<file path="config.mk">
export PLATFORM = sky130hd
export DESIGN_NAME = stk_exec
export DESIGN_NICKNAME = d
export VERILOG_FILES = /design/src/rtl/stk_pkg.sv /design/src/rtl/stk_decode.sv /design/src/rtl/stk_agen.sv /design/src/rtl/stk_seq.sv /design/src/rtl/stk_exec.sv
export SDC_FILE = /design/constraint.sdc
export NUM_CORES = 1
export LEC_CHECK = 0
export BUFFER_PORTS_ARGS = -buffer_cell sky130_fd_sc_hd__buf_2
export CORE_UTILIZATION = 45
export DETAILED_ROUTE_END_ITERATION = 7
export PLACE_DENSITY_LB_ADDON = 0.25
export SLEW_MARGIN = 10
export SYNTH_ARGS = -nofsm -noshare
export SYNTH_HDL_FRONTEND = slang
export SYNTH_HIERARCHICAL = 1
export SYNTH_SLANG_ARGS = --single-unit
</file>
<file path="constraint.sdc">
create_clock -name clk_i -period 2.4 [get_ports clk_i]
set_clock_uncertainty 0.1 [all_clocks]
set_input_delay 0 -clock clk_i [delete_from_list [all_inputs] [get_ports clk_i]]
set_output_delay 0 -clock clk_i [all_outputs]
set_load 0.01 [all_outputs]
</file>
<file path="src/rtl/stk_pkg.sv">
package stk_pkg;
  localparam int IW = 16;

  typedef enum logic [2:0] {OP_CALL, OP_RET, OP_PUSH, OP_POP, OP_NONE} stk_op_e;

  typedef enum logic [3:0] {
    S_IDLE, S_SP_RD, S_SP_CAP, S_OP_RD, S_OP_CAP,
    S_STK_RD, S_STK_CAP, S_STK_WR, S_SP_WR, S_DST_WR, S_DONE
  } stk_state_e;
endpackage

</file>
<file path="src/rtl/stk_decode.sv">
module stk_decode
  import stk_pkg::*;
(
  input  logic [IW-1:0] instr_i,
  output stk_op_e       op_o,
  output logic          sym_o,
  output logic [3:0]    rn_o,
  output logic          legal_o
);
  logic       grp;
  logic [1:0] mode;
  logic       mode_ok;

  always_comb begin
    grp     = (instr_i[15:11] == 5'b00001) && instr_i[10];
    mode    = instr_i[5:4];
    rn_o    = instr_i[3:0];
    sym_o   = (mode == 2'b10);
    mode_ok = (mode == 2'b00) || ((mode == 2'b10) && (instr_i[3:0] == 4'd0));
    op_o    = OP_NONE;
    if (grp) begin
      unique case (instr_i[9:6])
        4'b0010: op_o = OP_CALL;
        4'b0000: op_o = OP_RET;
        4'b0100: op_o = OP_PUSH;
        4'b1100: op_o = OP_POP;
        default: op_o = OP_NONE;
      endcase
    end
    unique case (op_o)
      OP_NONE: legal_o = 1'b0;
      OP_RET:  legal_o = (instr_i[5:0] == 6'd0);
      default: legal_o = mode_ok;
    endcase
  end
endmodule

</file>
<file path="src/rtl/stk_agen.sv">
module stk_agen #(
  parameter int DW     = 16,
  parameter int SP_IDX = 15
) (
  input  logic [DW-1:0] wp_i,
  input  logic [DW-1:0] pc_i,
  input  logic [DW-1:0] operand_i,
  input  logic          sym_i,
  input  logic [3:0]    rn_i,
  output logic [DW-1:0] ea_o,
  output logic [DW-1:0] ret_pc_o,
  output logic [DW-1:0] sp_addr_o
);
  localparam logic [DW-1:0] SP_OFS = DW'(2 * SP_IDX);
  localparam logic [DW-1:0] STEP1  = DW'(2);
  localparam logic [DW-1:0] STEP2  = DW'(4);

  logic [DW-1:0] reg_ofs;

  assign reg_ofs   = {{(DW-5){1'b0}}, rn_i, 1'b0};
  assign ea_o      = sym_i ? operand_i : (wp_i + reg_ofs);
  assign ret_pc_o  = pc_i + (sym_i ? STEP2 : STEP1);
  assign sp_addr_o = wp_i + SP_OFS;
endmodule

</file>
<file path="src/rtl/stk_seq.sv">
module stk_seq
  import stk_pkg::*;
#(
  parameter int DW = 16
) (
  input  logic          clk_i,
  input  logic          rst_ni,
  input  logic          start_i,
  input  stk_op_e       op_i,
  input  logic          legal_i,
  input  logic [DW-1:0] ea_i,
  input  logic [DW-1:0] ret_pc_i,
  input  logic [DW-1:0] sp_addr_i,
  input  logic [DW-1:0] pc_i,
  input  logic [DW-1:0] mem_rdata_i,
  output logic          mem_req_o,
  output logic          mem_we_o,
  output logic [DW-1:0] mem_addr_o,
  output logic [DW-1:0] mem_wdata_o,
  output logic          busy_o,
  output logic          done_o,
  output logic          illegal_o,
  output logic [DW-1:0] pc_next_o
);
  localparam logic [DW-1:0] WSTEP = DW'(2);

  stk_state_e    state_q;
  stk_op_e       op_q;
  logic          ill_q;
  logic [DW-1:0] ea_q, ret_q, spa_q, sp_q, val_q, pc_q;
  logic          grows;

  assign grows = (op_q == OP_CALL) || (op_q == OP_PUSH);

  always_ff @(posedge clk_i or negedge rst_ni) begin
    if (!rst_ni) begin
      state_q <= S_IDLE;
      op_q    <= OP_NONE;
      ill_q   <= 1'b0;
      ea_q    <= '0;
      ret_q   <= '0;
      spa_q   <= '0;
      sp_q    <= '0;
      val_q   <= '0;
      pc_q    <= '0;
    end else begin
      unique case (state_q)
        S_IDLE: if (start_i) begin
          op_q  <= op_i;
          ea_q  <= ea_i;
          ret_q <= ret_pc_i;
          spa_q <= sp_addr_i;
          ill_q <= !legal_i;
          if (!legal_i) begin
            pc_q    <= pc_i;
            state_q <= S_DONE;
          end else begin
            state_q <= S_SP_RD;
          end
        end
        S_SP_RD:  state_q <= S_SP_CAP;
        S_SP_CAP: begin
          sp_q <= mem_rdata_i;
          unique case (op_q)
            OP_CALL: state_q <= S_STK_WR;
            OP_PUSH: state_q <= S_OP_RD;
            default: state_q <= S_STK_RD;
          endcase
        end
        S_OP_RD:  state_q <= S_OP_CAP;
        S_OP_CAP: begin
          val_q   <= mem_rdata_i;
          state_q <= S_STK_WR;
        end
        S_STK_RD:  state_q <= S_STK_CAP;
        S_STK_CAP: begin
          val_q   <= mem_rdata_i;
          state_q <= S_SP_WR;
        end
        S_STK_WR: state_q <= S_SP_WR;
        S_SP_WR: begin
          unique case (op_q)
            OP_CALL: pc_q <= ea_q;
            OP_RET:  pc_q <= val_q;
            default: pc_q <= ret_q;
          endcase
          state_q <= (op_q == OP_POP) ? S_DST_WR : S_DONE;
        end
        S_DST_WR: state_q <= S_DONE;
        S_DONE:   state_q <= S_IDLE;
        default:  state_q <= S_IDLE;
      endcase
    end
  end

  always_comb begin
    mem_req_o   = 1'b0;
    mem_we_o    = 1'b0;
    mem_addr_o  = '0;
    mem_wdata_o = '0;
    unique case (state_q)
      S_SP_RD: begin
        mem_req_o  = 1'b1;
        mem_addr_o = spa_q;
      end
      S_OP_RD: begin
        mem_req_o  = 1'b1;
        mem_addr_o = ea_q;
      end
      S_STK_RD: begin
        mem_req_o  = 1'b1;
        mem_addr_o = sp_q + WSTEP;
      end
      S_STK_WR: begin
        mem_req_o   = 1'b1;
        mem_we_o    = 1'b1;
        mem_addr_o  = sp_q;
        mem_wdata_o = (op_q == OP_CALL) ? ret_q : val_q;
      end
      S_SP_WR: begin
        mem_req_o   = 1'b1;
        mem_we_o    = 1'b1;
        mem_addr_o  = spa_q;
        mem_wdata_o = grows ? (sp_q - WSTEP) : (sp_q + WSTEP);
      end
      S_DST_WR: begin
        mem_req_o   = 1'b1;
        mem_we_o    = 1'b1;
        mem_addr_o  = ea_q;
        mem_wdata_o = val_q;
      end
      default: ;
    endcase
  end

  assign busy_o    = (state_q != S_IDLE);
  assign done_o    = (state_q == S_DONE);
  assign illegal_o = done_o && ill_q;
  assign pc_next_o = pc_q;
endmodule

</file>
<file path="src/rtl/stk_exec.sv">
module stk_exec
  import stk_pkg::*;
#(
  parameter int DW     = 16,
  parameter int SP_IDX = 15
) (
  input  logic          clk_i,
  input  logic          rst_ni,
  input  logic          start_i,
  input  logic [15:0]   instr_i,
  input  logic [DW-1:0] operand_i,
  input  logic [DW-1:0] pc_i,
  input  logic [DW-1:0] wp_i,
  output logic          busy_o,
  output logic          done_o,
  output logic          illegal_o,
  output logic [DW-1:0] pc_next_o,
  output logic          mem_req_o,
  output logic          mem_we_o,
  output logic [DW-1:0] mem_addr_o,
  output logic [DW-1:0] mem_wdata_o,
  input  logic [DW-1:0] mem_rdata_i
);
  stk_op_e       dec_op;
  logic          dec_sym, dec_legal;
  logic [3:0]    dec_rn;
  logic [DW-1:0] ea, ret_pc, sp_addr;

  stk_decode u_dec (
    .instr_i (instr_i),
    .op_o    (dec_op),
    .sym_o   (dec_sym),
    .rn_o    (dec_rn),
    .legal_o (dec_legal)
  );

  stk_agen #(.DW(DW), .SP_IDX(SP_IDX)) u_agen (
    .wp_i      (wp_i),
    .pc_i      (pc_i),
    .operand_i (operand_i),
    .sym_i     (dec_sym),
    .rn_i      (dec_rn),
    .ea_o      (ea),
    .ret_pc_o  (ret_pc),
    .sp_addr_o (sp_addr)
  );

  stk_seq #(.DW(DW)) u_seq (
    .clk_i       (clk_i),
    .rst_ni      (rst_ni),
    .start_i     (start_i),
    .op_i        (dec_op),
    .legal_i     (dec_legal),
    .ea_i        (ea),
    .ret_pc_i    (ret_pc),
    .sp_addr_i   (sp_addr),
    .pc_i        (pc_i),
    .mem_rdata_i (mem_rdata_i),
    .mem_req_o   (mem_req_o),
    .mem_we_o    (mem_we_o),
    .mem_addr_o  (mem_addr_o),
    .mem_wdata_o (mem_wdata_o),
    .busy_o      (busy_o),
    .done_o      (done_o),
    .illegal_o   (illegal_o),
    .pc_next_o   (pc_next_o)
  );
endmodule

</file>
Yosys cells after proc, flatten, opt, wreduce, memory -nomap -nowiden --
Index checks and enable logic that the tools add are counted.
Operators by class: eq/ne operators 22, muxes and demuxes 20, add/sub/neg operators 5, reductions and logical operators 22
Operators by type and width (count):
- $mux 16 | 5
- $pmux 16 s2 | 2
- $pmux 16 s4 | 1
- $pmux 16 s3 | 1
- $pmux 4 s9 | 1
- $eq 4x3->1 const B | 5
- $add 16x16->16 | 1
- $add 16x2->16 const B | 1
- $add 16x5->16 | 1
- $add 16x5->16 const B | 1
- $eq 4x4->1 const B | 4
- $sub 16x2->16 const B | 1
- $eq 4x2->1 const B | 3
- $logic_not 4->1 | 3
- $pmux 3 s4 | 1
- $mux 4 | 2
- $reduce_or 2->1 | 4
- $eq 3x1->1 const B | 2
- $eq 3x2->1 const B | 2
- $logic_not 6->1 | 1
- $mux 3 | 2
- $pmux 3 s2 | 1
- $reduce_or 6->1 | 1
- $eq 5x1->1 const B | 1
- other kinds (17) | 22
Word-level totals: output and inout bits 53, register bits 104, word-level logic and storage cells 78, input bits 83

Longest topological paths before layout --
Gate-level depths: netlist of run 1.
word-level depth 8, depth in mapped cells 11, gate-level depth less buffers 9

Hierarchy --
The synthesis of run 1 kept the hierarchy.
By module, submodules not included:
- stk_seq | times used 1, area each 5775.5 um^2, cells an instance 562
- stk_agen | times used 1, area each 1046.0 um^2, cells an instance 157
- stk_decode | times used 1, area each 123.9 um^2, cells an instance 17

Worst setup path before layout of run 1 --
OpenSTA, ideal clock, no wires.
path kind input to register, start in instr_i[5], end reg u_seq.ret_q[15], setup slack -185 ps, data arrival time 2358 ps, stages on the path 11, buffers on the path 2, library setup time 127 ps, cell sequence nor2b_1 -> clkbuf_1 -> inv_1 -> clkbuf_1 -> ha_1 -> inv_1 -> fa_1 -> nor3b_1 -> nand4_1 -> xnor2_1 -> mux2_1
Between the ends: word-level cells in the longest chain between the ends 3
RTL lines:
- start: declaration | line stk_exec.sv:10 | input logic [15:0] instr_i,
- $eq 2x2->1 | line stk_decode.sv:18 | sym_o = (mode == 2'b10);
- $mux 3 | line stk_agen.sv:22 | assign ret_pc_o = pc_i + (sym_i ? STEP2 : STEP1);
- $add 16x16->16 | line stk_agen.sv:22
- via ret_pc[15] | line stk_exec.sv:27 | logic [DW-1:0] ea, ret_pc, sp_addr;
- end signal: assignment | line stk_seq.sv:51 | ret_q <= ret_pc_i;
- end: declaration | line stk_seq.sv:30 | logic [DW-1:0] ea_q, ret_q, spa_q, sp_q, val_q, pc_q;
The timed path passes the listed nets, and every way through them passes these cells. A chain may end at the register's enable or synchronous reset.

Final worst setup path of run 1 --
start reg u_seq.sp_q[10], end out mem_wdata_o[15]
Between the ends: word-level cells in the longest chain between the ends 3
RTL lines:
- start: declaration | line stk_seq.sv:30
- start signal: assignment | line stk_seq.sv:63 | sp_q <= mem_rdata_i;
- $add 16x2->16 / $sub 16x2->16 (equally long branches) | line stk_seq.sv:124 | mem_wdata_o = grows ? (sp_q - WSTEP) : (sp_q + WSTEP);
- $mux 16 * | line stk_seq.sv:124
- $pmux 16 s3 * | line stk_seq.sv:101 | unique case (state_q)
- end: declaration | line stk_exec.sv:21 | output logic [DW-1:0] mem_wdata_o,
Every way passes the cells marked *; elsewhere a longest branch is shown, timed or not.

==> results.txt, run 1 <==
----------------------------------------------------
[Outcome]
  Outcome ... complete, but fails checks
  Violations in the final reports ... setup timing

[Place]
  Global placer's final weighted congestion ... 0.9022
  Detailed placer's ending HPWL ... 14.29 mm
  Post-placement cell count ... 1041
  Placed instance area ... 7948 um^2
  Worst setup timing slack at the placement stage ... 0.1810 ns
  IO buf count ... 135

[Clock tree]
  Largest buffer count on any clock path ... 2
  Clock insertion delay at the later pin of the skew report ... 0.35 ns
  CTS tree ... done
  Root buffer cell ... clkbuf_16
  Clk sink count ... 104
  Number of buffers inserted during clock tree synthesis ... 9
  Count of H-tree levels built during CTS ... 3
  Clock input transition at the sequential cells of the worst setup and hold paths ... 0.07 ns

[Timing]
  Worst-margin pin slew ... 0.5056 ns
  Total count of max-transition violations in the final report ... 0
  Worst-case headroom to the max-slew limit ... 0.6598
  Aggregate negative setup slack ... -0.2182 ns
  Hold violation total from the final report ... 0
  Unrepaired setup endpoints after global routing ... true
  Final critical path time including I/O delays and setup ... 2.525 ns
  Worst setup slack after layout ... -0.1250 ns
  Maximum frequency from static timing analysis ... 396.0 MHz
  Final Cycle Share ... 1.052
  Setup-failing EPs final ... 2

[Cells and area]
  Final design instance area without fill ... 9015 um^2
  Most common cell after layout, fill and taps aside ... buf_2
  Ratio of cells with drive above 1 in the final layout ... 0.2668
  Diodes inserted ... 0
  Commonest non-fill, non-tap cells in the layout ... 134 x buf_2, 97 x dfrtp_1, 63 x dlygate4sd3_1
  Number of standard cells in the final layout excluding fillers ... 1125
  Layout filler cell count ... 1283
  Growth of design area from synthesis to finish ... 29.80%
  Number of nets in the layout ... 1026

[Yosys]
  Number of flip-flops and latches in the synthesized netlist ... 104
  Synth cell types ... 61
  Most common flop cell mapped by yosys ... dfrtp_1
  Synth Net Count ... 830
  Sequential share of the synthesized area ... 0.3749
  Post-synth EDFFs ... 0
  Ys Warns ... 6
  Gate Count Post-Synth ... 736
  Area of the mapped netlist ... 6945 um^2
  Share of async-settable or async-resettable flops after synthesis ... 1.000
  Mean instance size in the synthesized netlist ... 9.437 um^2

[Worst setup path]
  CP Cell Sequence ... or4_4, or4_4, o32ai_4, xnor2_1, o21ai_2, buf_2
  Kind of end point of the critical path ... output pin
  Max stage delay on crit path ... 0.53 ns
  Cell family with the largest share of critical-path delay ... simple AND/OR/NAND/NOR gates
  Critical path peak fanout ... 2
  Arrival time at the worst endpoint ... 2.42 ns
  Data required, critical path ... 2.30 ns
  Worst path most repeated cell ... or4_4
  Type of element launching the critical path ... register
  Worst Setup Path Type ... register to output pin
  Worst path buffer plus inverter count ... 1
  Critical-path top delay cell ... or4_4

[Global route]
  Global route total overflow ... 0
  Vias in the first global route ... 6151
  Antenna violations before repair ... 0
  Grt peak-use layer ... met2
  Maximum number of pins on one net before global-route repair ... 54
  Met1 routing resource usage after global routing ... 0.3645
  Overall global routing resource usage ... 0.2537
  Global-route wire length before repair ... 32.00 mm
  Met3 Usage GRT ... 0.04418
  Routing usage on met2 ... 0.3864

[Drt]
  Iter 0 DRT Violations ... 348
  Routed wire length ... 19.34 mm
  Post-route DRC violation count ... 0
  Routed via count ... 6209
  Post-DRT Antenna Nets ... 0
  Via density ... 5.519
  Number of optimization iterations in the first detailed-route pass ... 6
  WL/cell ... 17.19 um

[Floorplanning]
  Number of top-level pins ... 136
  Total die area ... 15940 um^2
  Die H ... 126.2 um
  Die Wd ... 126.2 um
  Core area ... 15150 um^2
  Standard-cell rows ... 45
  Initial core utilization ... 0.4586

[Power]
  Static Leak ... 3.880 nW
  Power per cell area ... 1046 nW/um^2
  Peak supply drop ... 0.4259 mV
  PnR Total Power ... 9.428 mW

[Hold path]
  Class of the tightest hold or removal check ... input pin to register

[Job]
  MaxCap Viol Count ... 0

----------------------------------------------------
-- layer usage --
| metal | routed length (um) | part of all wire | vias to the layer above |
|---|---|---|---|
| li1 | - | - | 3051 |
| met1 | 9488 | 0.49 | 2952 |
| met2 | 8615 | 0.45 | 183 |
| met3 | 848 | 0.044 | 23 |
| met4 | 390 | 0.020 | 0 |
| met5 | 0 | 0 | - |
-- layout make-up --
cell class	instances	area, um^2	area share
Tap cell	188	235.2	0.02609
Multi-Input combinational cell	558	4101	0.4550
Inverter	18	67.56	0.007495
Sequential cell	104	2611	0.2897
Clock buffer	11	232.7	0.02582
Timing Repair Buffer	241	1685	0.1870
Clock inverter	5	81.33	0.009022
-- tightest hold or removal path, cell delays in order --
cell and delay [ns]:
buf_2 0.09, xor2_1 0.06, nor3_1 0.12, mux2_1 0.14
-- state kept, by name, summed over array words and instances (netlist names) --
signal,flops
u_seq/ret_q,16
u_seq/ea_q,16
u_seq/pc_next_o,16
u_seq/spa_q,16
u_seq/sp_q,16
u_seq/val_q,16
u_seq/op_q,3
u_seq/state_q,4
u_seq/ill_q,1
-- repair_timing --
item,in CTS,in global routing
pin swaps,2,7
hold buffers,63,0
endpoints found under the hold margin,180,0
buffers inserted,2,3
endpoints found under the setup margin,3,20
resized for setup,4,17
-- report_power, final --
part	switching, mW	internal [mW]
registers	0.910	2.64
logic	2.24	2.08
clock network	0.653	0.916
-- kinds of logic (layout without fill, tap and decap cells) --
family                     after synthesis  in the layout  synth area share
buffers and inverters                   74            275           0.04774
DFF                                    104            104            0.3749
xor gates and xnor gates                62             62           0.07818
and+or+nand+nor                        215            215            0.1564
muxes                                  103            103            0.1634
adders and majority gates               12             12           0.02360
AOI/OAI and AO/OA                      166            166            0.1558
-- metrics by stage --
step	hold slack, ns	util
3_5_place_dp	-0.08791	0.5247
2_1_floorplan	-0.3956	-
3_3_place_gp	-0.09000	0.5247
5_1_grt	0.01646	0.5952
4_1_cts	0.002693	0.5898
6_report	0.00003397	0.5952
-- Yosys cell counts, drive strengths merged (9+ instances only) --
library cell / n / area [um^2]
mux2: 83 / 934.7
or4: 9 / 75.07
nor3: 13 / 75.07
buf: 22 / 136.4
a21oi: 21 / 105.1
xnor2: 38 / 332.8
clkbuf: 34 / 127.6
nor2: 56 / 210.2
nand2: 65 / 259.0
xor2: 24 / 210.2
o21ai: 58 / 290.3
and3: 9 / 67.57
inv: 18 / 67.57
dfrtp: 103 / 2577
nand4: 11 / 68.82
nand3: 17 / 85.08
a211oi: 18 / 135.1
ha: 9 / 112.6
mux2i: 20 / 200.2
a22oi: 30 / 225.2
-- path summary, 6_finish.rpt --
path                       depth (start not counted)          startpoint  slack, ns             endpoint
setup / recovery                                   6      u_seq/sp_q[10]      -0.12      mem_wdata_o[15]
hold / removal                                     4          instr_i[9]    0.00003        u_seq/op_q[0]
setup reg to reg                                   6    u_seq/state_q[2]       0.40  u_seq/pc_next_o[11]
hold reg to reg                                    2  u_seq/pc_next_o[9]       0.38   u_seq/pc_next_o[9]
max in group asynchronous                          3              rst_ni       1.47        u_seq/sp_q[5]
min in group asynchronous                          2              rst_ni       0.06   u_seq/pc_next_o[0]
(Power assumes the default switching activity.)
==> run 2: changes to the inputs <==
- CELL_PAD_IN_SITES_DETAIL_PLACEMENT: not set -> 1
- CELL_PAD_IN_SITES_GLOBAL_PLACEMENT: not set -> 2
- CORE_UTILIZATION: 45 -> 34
==> results.txt, run 2 (synthesis gave the netlist of run 1 again) <==
----------------------------------------------------
[Worst setup path]
  Arrival time at the worst endpoint ... 2.45 ns (was 2.42 ns)
  Kind of end point of the critical path ... output pin (unchanged)
  Data required, critical path ... 2.30 ns (about the same)
  Critical path peak fanout ... 3 (was 2)
  Type of element launching the critical path ... register (unchanged)
  Cell depth of the worst flop-to-flop path ... 4 (was 6)
  Worst setup slack for register-to-register paths ... 0.28 ns (was 0.40 ns)
  Worst Setup Path Type ... register to output pin (unchanged)

[Job]
  MaxCap Viol Count ... 0 (unchanged)

[Power]
  Peak supply drop ... 0.3661 mV (was 0.4259 mV)
  Power per cell area ... 1045 nW/um^2 (was 1046 nW/um^2)
  PnR Total Power ... 9.467 mW (was 9.428 mW)
  Net switching fraction of the power ... 0.4253 (was 0.4029)
  Static Leak ... 3.837 nW (was 3.880 nW)
  Power share of the clock group ... 0.151 (was 0.166)
  Internal power component ... 5.440 mW (was 5.630 mW)
  Seq pwr share ... 0.381 (was 0.376)
  Gate power share ... 0.467 (was 0.457)
  Switching pwr ... 4.026 mW (was 3.799 mW)

[Timing]
  Hold violation total from the final report ... 2 (was 0)
  Total count of max-transition violations in the final report ... 0 (unchanged)
  Worst Hold Slack ... -0.01221 ns (was 0.00003397 ns)
  Unrepaired setup endpoints after global routing ... true (unchanged)
  Maximum frequency from static timing analysis ... 391.5 MHz (was 396.0 MHz)
  Aggregate negative setup slack ... -0.2103 ns (was -0.2182 ns)
  Worst-margin pin slew ... 0.5588 ns (was 0.5056 ns)
  Setup-failing EPs final ... 2 (unchanged)
  Worst-case headroom to the max-slew limit ... 0.6274 (was 0.6598)
  Final critical path time including I/O delays and setup ... 2.554 ns (was 2.525 ns)
  Worst setup slack after layout ... -0.1542 ns (was -0.1250 ns)
  Final Cycle Share ... 1.064 (was 1.052)

[Cells and area]
  Most common cell after layout, fill and taps aside ... buf_2 (unchanged)
  Ratio of cells with drive above 1 in the final layout ... 0.2834 (was 0.2668)
  Number of nets in the layout ... 1024 (was 1026)
  Commonest non-fill, non-tap cells in the layout ... 134 x buf_2, 93 x dfrtp_1, 61 x nand2_1 (was 134 x buf_2, 97 x dfrtp_1, 63 x dlygate4sd3_1)
  Diodes inserted ... 0 (unchanged)
  Growth of design area from synthesis to finish ... 30.37% (was 29.80%)
  Layout filler cell count ... 2295 (was 1283)

[Global route]
  Overall global routing resource usage ... 0.2198 (was 0.2537)
  Vias in the first global route ... 6600 (was 6151)
  Global-route wire length before repair ... 36.60 mm (was 32.00 mm)
  Global route total overflow ... 0 (unchanged)
  Antenna violations before repair ... 0 (unchanged)
  Maximum number of pins on one net before global-route repair ... 67 (was 54)

[Place]
  Detailed placer's ending HPWL ... 17.30 mm (was 14.29 mm)
  Global placer's final weighted congestion ... 0.8941 (was 0.9022)
  IO buf count ... 135 (unchanged)

[Clock tree]
  CTS tree ... done (unchanged)
  Clock input transition at the sequential cells of the worst setup and hold paths ... 0.08 ns (was 0.07 ns)
  Root buffer cell ... clkbuf_16 (unchanged)
  Number of buffers inserted during clock tree synthesis ... 9 (unchanged)
  Largest buffer count on any clock path ... 2 (unchanged)
  Clock insertion delay at the later pin of the skew report ... 0.36 ns (was 0.35 ns)
  Clk sink count ... 104 (unchanged)
  Count of H-tree levels built during CTS ... 3 (unchanged)

[Drt]
  Number of optimization iterations in the first detailed-route pass ... 6 (unchanged)
  Routed wire length ... 22.68 mm (was 19.34 mm)
  Post-route DRC violation count ... 0 (unchanged)
  WL/cell ... 18.90 um (was 17.19 um)
  Routed via count ... 6347 (was 6209)
  Post-DRT Antenna Nets ... 0 (unchanged)
  Via density ... 5.289 (was 5.519)
  Iter 0 DRT Violations ... 293 (was 348)

[Floorplanning]
  Die H ... 144.9 um (was 126.2 um)
  Number of top-level pins ... 136 (unchanged)
  Total die area ... 21000 um^2 (was 15940 um^2)
  Standard-cell rows ... 51 (was 45)
  Die Wd ... 144.9 um (was 126.2 um)
  Core area ... 19720 um^2 (was 15150 um^2)
  Initial core utilization ... 0.3522 (was 0.4586)

[Hold path]
  Hold Path Cell Cnt ... 3 (was 4)
  Class of the tightest hold or removal check ... input pin to register (unchanged)

[Outcome]
  Violations in the final reports ... hold timing, setup timing (was setup timing)
  Outcome ... complete, but fails checks (unchanged)

----------------------------------------------------
run 2: cell count changes in the layout (fill, tap and decap cells not counted), moves of 3 or more:
cell,before,now
buf_4,39,42
dfrtp_2,6,10
dlygate4sd3_1,63,60
dfrtp_1,97,93
run 2: layout make-up:
cell class | count | area (um^2) | share of cell area
clock buffer | 9 | 225.2 | 0.02487
clock inverter | 7 | 55.05 | 0.006080
inverter | 18 | 67.56 | 0.007462
multi-input combinational | 558 | 4121 | 0.4552
sequential | 104 | 2616 | 0.2889
tap | 265 | 331.6 | 0.03662
timing repair buffer | 239 | 1638 | 0.1809
run 2: power by group through the flow:
stage	clock, mW	combinational (mW)	sequential (mW)
5_1_grt	1.54	4.89	3.73
4_1_cts	1.47	4.34	3.57
3_3_place_gp	0	4.12	3.51
6_report	1.43	4.43	3.61
2_1_floorplan	0	2.96	3.14
3_5_place_dp	0	4.22	3.58
run 2: metrics by stage:
| step | setup WS [ns] | instance area (um^2) | utilization | cells |
|---|---|---|---|---|
| 3_3_place_gp | 0.1692 | 8019 | 0.4067 | 1118 |
| 4_1_cts | -0.1905 | 8922 | 0.4525 | 1193 |
| 6_report | -0.1542 | 9055 | 0.4592 | 1200 |
| 3_5_place_dp | 0.1358 | 8019 | 0.4067 | 1118 |
| 5_1_grt | -0.2173 | 9055 | 0.4592 | 1200 |
| 2_1_floorplan | 0.06294 | 6952 | - | 736 |
run 2: worst paths after layout:
| path | start | endpoint |
|---|---|---|
| max | u_seq/sp_q[10] | mem_wdata_o[15] |
| min | wp_i[15] | u_seq/spa_q[15] |
| max reg2reg | u_seq/state_q[2] | u_seq/ea_q[10] |
| min reg2reg | u_seq/pc_next_o[2] | u_seq/pc_next_o[2] |
| max in group asynchronous | rst_ni | u_seq/sp_q[2] |
| min in group asynchronous | rst_ni | u_seq/pc_next_o[1] |
run 2: layer usage:
metal | track usage | wire [um]
met5 | 0 | 0
met4 | 0.05426 | 294
met3 | 0.02579 | 809
met2 | 0.3603 | 10630
met1 | 0.3067 | 10950
run 2: what timing repair did:
action / in CTS / in global routing
endpoints found under the hold margin: 125 / 1
setup buffers: 0 / 6
gates resized for setup: 9 / 25
endpoints found under the setup margin: 11 / 33
hold buffers: 59 / 1
pin swaps: 2 / 6
run 2: critical path, stage by stage, from the launching register on:
cell	delay, ns
dfrtp_1	0.39
or4_4	0.56
or4_4	0.46
o32ai_4	0.27
xnor2_2	0.09
o21ai_2	0.17
buf_2	0.16
